## src/rtl/bsq_pkg.sv

```systemverilog
package bsq_pkg;
  typedef enum logic {
    ORD_XOR  = 1'b0,
    ORD_WRAP = 1'b1
  } order_e;
endpackage

```

## src/rtl/bsq_base_reg.sv

```systemverilog
module bsq_base_reg #(
  parameter int ADDR_W = 17,
  parameter int BEAT_W = 2,
  localparam int HI_W  = ADDR_W - BEAT_W
) (
  input  logic              clk,
  input  logic              rst_n,
  input  logic              load,
  input  logic [ADDR_W-1:0] base_i,
  output logic [HI_W-1:0]   hi_o,
  output logic [BEAT_W-1:0] lo_o
);
  always_ff @(posedge clk or negedge rst_n) begin
    if (!rst_n) begin
      hi_o <= '0;
      lo_o <= '0;
    end else if (load) begin
      hi_o <= base_i[ADDR_W-1:BEAT_W];
      lo_o <= base_i[BEAT_W-1:0];
    end
  end
endmodule

```

## src/rtl/bsq_beat_ctr.sv

```systemverilog
module bsq_beat_ctr #(
  parameter int BEAT_W = 2
) (
  input  logic              clk,
  input  logic              rst_n,
  input  logic              clear,
  input  logic              step,
  output logic [BEAT_W-1:0] beat_o
);
  always_ff @(posedge clk or negedge rst_n) begin
    if (!rst_n)     beat_o <= '0;
    else if (clear) beat_o <= '0;
    else if (step)  beat_o <= beat_o + BEAT_W'(1);
  end
endmodule

```

## src/rtl/bsq_low_map.sv

```systemverilog
module bsq_low_map #(
  parameter int BEAT_W = 2
) (
  input  bsq_pkg::order_e   order,
  input  logic [BEAT_W-1:0] start_lo,
  input  logic [BEAT_W-1:0] beat,
  output logic [BEAT_W-1:0] lo_o
);
  logic [BEAT_W-1:0] xor_lo;
  logic [BEAT_W-1:0] wrap_lo;

  for (genvar b = 0; b < BEAT_W; b++) begin : g_xor_bit
    assign xor_lo[b] = start_lo[b] ^ beat[b];
  end

  assign wrap_lo = start_lo + beat;

  always_comb begin
    unique case (order)
      bsq_pkg::ORD_WRAP: lo_o = wrap_lo;
      default:           lo_o = xor_lo;
    endcase
  end
endmodule

```

## src/rtl/burst_addr_seq.sv

```systemverilog
module burst_addr_seq #(
  parameter int ADDR_W = 17,
  parameter int BEAT_W = 2,
  localparam int HI_W  = ADDR_W - BEAT_W
) (
  input  logic              clk,
  input  logic              rst_n,
  input  logic              strobe_cpu_n,
  input  logic              strobe_ctl_n,
  input  logic              adv_n,
  input  logic              order_lin,
  input  logic [ADDR_W-1:0] base_addr,
  output logic [ADDR_W-1:0] addr_o,
  output logic [BEAT_W-1:0] beat_o
);
  logic              load;
  logic              step;
  logic [HI_W-1:0]   hi_q;
  logic [BEAT_W-1:0] lo_q;
  logic [BEAT_W-1:0] lo_seq;
  bsq_pkg::order_e   order;

  // A strobe outranks advance on the same edge.
  assign load  = ~strobe_cpu_n | ~strobe_ctl_n;
  assign step  = ~adv_n & ~load;
  assign order = bsq_pkg::order_e'(order_lin);

  bsq_base_reg #(.ADDR_W(ADDR_W), .BEAT_W(BEAT_W)) u_base (
    .clk(clk), .rst_n(rst_n), .load(load), .base_i(base_addr),
    .hi_o(hi_q), .lo_o(lo_q)
  );

  bsq_beat_ctr #(.BEAT_W(BEAT_W)) u_ctr (
    .clk(clk), .rst_n(rst_n), .clear(load), .step(step), .beat_o(beat_o)
  );

  bsq_low_map #(.BEAT_W(BEAT_W)) u_map (
    .order(order), .start_lo(lo_q), .beat(beat_o), .lo_o(lo_seq)
  );

  assign addr_o = {hi_q, lo_seq};
endmodule

```

## config.mk

```make
export PLATFORM = sky130hd
export DESIGN_NAME = burst_addr_seq
export DESIGN_NICKNAME = d
export VERILOG_FILES = /design/src/rtl/bsq_pkg.sv /design/src/rtl/bsq_base_reg.sv /design/src/rtl/bsq_beat_ctr.sv /design/src/rtl/bsq_low_map.sv /design/src/rtl/burst_addr_seq.sv
export SDC_FILE = /design/constraint.sdc
export NUM_CORES = 1
export LEC_CHECK = 0
export BUFFER_PORTS_ARGS = -buffer_cell sky130_fd_sc_hd__buf_2
export CORE_MARGIN = 2
export CORE_UTILIZATION = 44
export CTS_BUF_LIST = sky130_fd_sc_hd__clkbuf_8
export DETAILED_ROUTE_END_ITERATION = 16
export GPL_TIMING_DRIVEN = 1
export PLACE_DENSITY = 0.79
export SETUP_SLACK_MARGIN = 0.05
export SLEW_MARGIN = 20
export SYNTH_ARGS = -nofsm -noshare
export SYNTH_HDL_FRONTEND = slang
export SYNTH_SLANG_ARGS = --single-unit
```

## constraint.sdc

```tcl
create_clock -name clk -period 1.4 [get_ports clk]
set_input_delay 0.14 -clock clk [delete_from_list [all_inputs] [get_ports clk]]
set_output_delay 0.14 -clock clk [all_outputs]
set_load 0.01 [all_outputs]
```

==> flow_metrics.py <==
metrics = {
    "synth": {
        "syn_nets": 71,
        "synth_area_um2": 787,
        "ys_warn_count": 0,
        "synth.distinct_cells": 12,
        "seq_area_frac_synth_pct": 60.4,
        "ys_ff_latch": 19,
        "synthCells": 47,
        "avgSynthCellArea_um2": 16.7,
    },
    "die": {
        "dieArea_mm2": 0.00214,
        "fp.dieW_um": 46.3,
        "coreArea_mm2": 0.00171,
        "start_util_pct": 46.1,
        "ios": 42,
        "rows": 15,
        "dieHeight_um": 46.3,
    },
    "critical_path": {
        "required_ps": 1260,
        "crit_family": "flip-flops",
        "slowest_delay_ps": 400,
        "r2r-end": "u_ctr.beat_o[1]$_DFFE_PN0P_",
        "worst_ep_arrival_time_ps": 1140,
        "cp-end-kind": "output port",
        "rrSetupSlack_ps": 360,
        "startpoint_type": "flip-flop",
        "crit_chain": "ha_2 -> nand2_1 -> xnor2_1 -> buf_2",
        "critical_path.max_fanout": 3,
        "cpMaxStageDelayCell": "dfrtp_1",
        "crit_path_start": "u_ctr.beat_o[0]$_DFFE_PN0P_",
        "path_class": "flip-flop to output port",
        "r2r_cells": 4,
        "r2r_start": "u_ctr.beat_o[0]$_DFFE_PN0P_",
        "cp_num_buf_inv": 1,
    },
    "final_layout": {
        "final.fill_count": 157,
        "regArea_um2": 475,
        "n_antenna_cell": 0,
        "final_nets": 118,
        "drive_above_1_share_pct": 68.8,
        "multi_input_area_um2": 299,
        "final_common_cell": "buf_2",
        "area_delta_synth_final_pct": 36.4,
        "mostFrequentLayoutCells": "buf_2, dfrtp_1, mux2_2, mux2_4, clkbuf_8",
    },
    "sta": {
        "final.setup.tns_ps": 0,
        "setup_viol": 0,
        "tightest_slew_ps": 403,
        "max_slew_margin_pct": 73.1,
        "rsz0062_at_grt": "no",
        "fin_skew_ps": 0.916,
        "fmax_ghz": 0.778,
        "maxSlewViolCount": 0,
        "fin_ws_ps": 115,
        "finalHoldViolations": 0,
        "period_needed_ps": 1280,
        "period_share_pct": 91.8,
    },
    "detailed_routing": {
        "vias": 509,
        "wl_per_cell_um": 11.6,
        "wl_um": 1370,
        "drt_pre_antenna_iters": 4,
        "drc": 0,
        "vias_per_cell": 4.31,
        "ant_nets": 0,
        "drtIter0Drc": 3,
    },
    "hold_path": {
        "holdPathStages": 2,
        "hold_end": "u_base.hi_o[0]$_DFFE_PN0N_",
        "hold_class": "input pin to flip-flop",
        "hp-start": "base_addr[2]",
    },
    "power_and_ir_drop": {
        "power_density_mw_per_mm2": 1090,
        "max-vdd-ir-drop_uv": 690,
        "leakage_nw": 0.565,
        "total_power_mw": 1.17,
    },
    "cts": {
        "cts_sinks": 19,
        "cts_buffers": 3,
        "clk_latency_ps": 240,
        "cts_root_buf": "clkbuf_8",
        "max-clock-path-buffers": 2,
        "clkSlewWorstSetupHoldPaths_ps": 70,
        "cts_tree": "done",
        "cts.htree.levels": 1,
    },
    "status": {
        "outcome": "finished, final reports clean",
    },
    "place": {
        "port_buffers": 41,
        "dp_slack_ps": 348,
        "place_congestion": 0.670,
    },
    "global_route": {
        "grt_max_degree": 20,
        "antenna_found_initial": 0,
        "grt_usage_pct": 14.0,
        "grt.overflow.total": 0,
        "grt_pass1_wl_um": 2100,
        "grt_pass1_vias": 496,
    },
    "job": {
        "cap_violations": 0,
    },
}
[layout make-up]
type                       count  area share (%)
clock inverter                 1           0.350
multi-input combinational     27            27.9
tap                           25            2.91
timing repair buffer          43            20.7
clock buffer                   3            3.85
sequential                    19            44.3
[metal layers]
| metal | GRT usage, % | wire [µm] | vias up |
|---|---|---|---|
| met4 | 5.14 | 0 | 0 |
| met2 | 22.5 | 766 | 14 |
| met1 | 18.1 | 540 | 245 |
| li1 | - | - | 250 |
| met3 | 3.53 | 57 | 0 |
| met5 | 0 | 0 | - |
[synthesized netlist by cell type]
library cell	n	area share, %
xor2_1	1	1.1
nand2_1	1	0.48
dfrtp_1	19	60
xnor2_1	2	2.2
nand2_4	1	1.4
nor2_1	1	0.48
nor3_1	1	0.64
mux2_4	8	15
nor2b_1	2	1.6
mux2_2	9	13
ha_1	1	1.6
buf_8	1	1.9
[where the power goes]
group          total (mW)  switching (mW)  internal (mW)
clock               0.353           0.159          0.194
combinational       0.199          0.0862          0.113
sequential          0.615          0.0224          0.592
[flip-flops by register name, summed over array words and instances, names as in the netlist]
name / count
u_ctr.beat_o: 2
u_base.lo_o: 2
u_base.hi_o: 15
[how the worst max path moves through the flow]
stage	endpoint	slack, ps	cells past startpoint
4_1_cts	addr_o[1]	70	4
2_1_floorplan	addr_o[1]	400	2
3_5_place_dp	addr_o[1]	350	4
3_3_place_gp	addr_o[1]	380	4
6_report	addr_o[1]	120	4
5_1_grt	addr_o[1]	50	4
[worst register-to-register path: stages (launching register included)]
cell and delay [ps]:
dfrtp_1 400, buf_4 140, nor2b_1 140, xnor2_1 170, nor2_1 60
[kinds of logic after synthesis]
group                    Yosys count  synth area share (%)
buffers and inverters              1                  1.91
AND/OR/NAND/NOR                    6                  4.61
XOR/XNOR                           3                  3.34
flip-flops                        19                  60.4
multiplexers                      17                  28.1
adder cells (fa/ha/maj)            1                  1.59
[through the flow]
stage               cells  hold slack (ps)  util (%)  instance area [µm²]
floorplan              47             -156         -                  787
global placement      112             94.4      59.0                 1010
detailed placement    112             93.8      59.0                 1010
CTS                   117              116      62.3                 1060
global route          118              109      62.9                 1070
finish                118              119      62.9                 1070
[what timing repair did]
action | in CTS | in global routing
endpoints found under the hold margin | 19 | 0
hold buffers | 1 | 0
gates resized for setup | 0 | 1
buffers inserted | 0 | 1
endpoints found under the setup margin | 0 | 1
(Power assumes the default switching activity.)
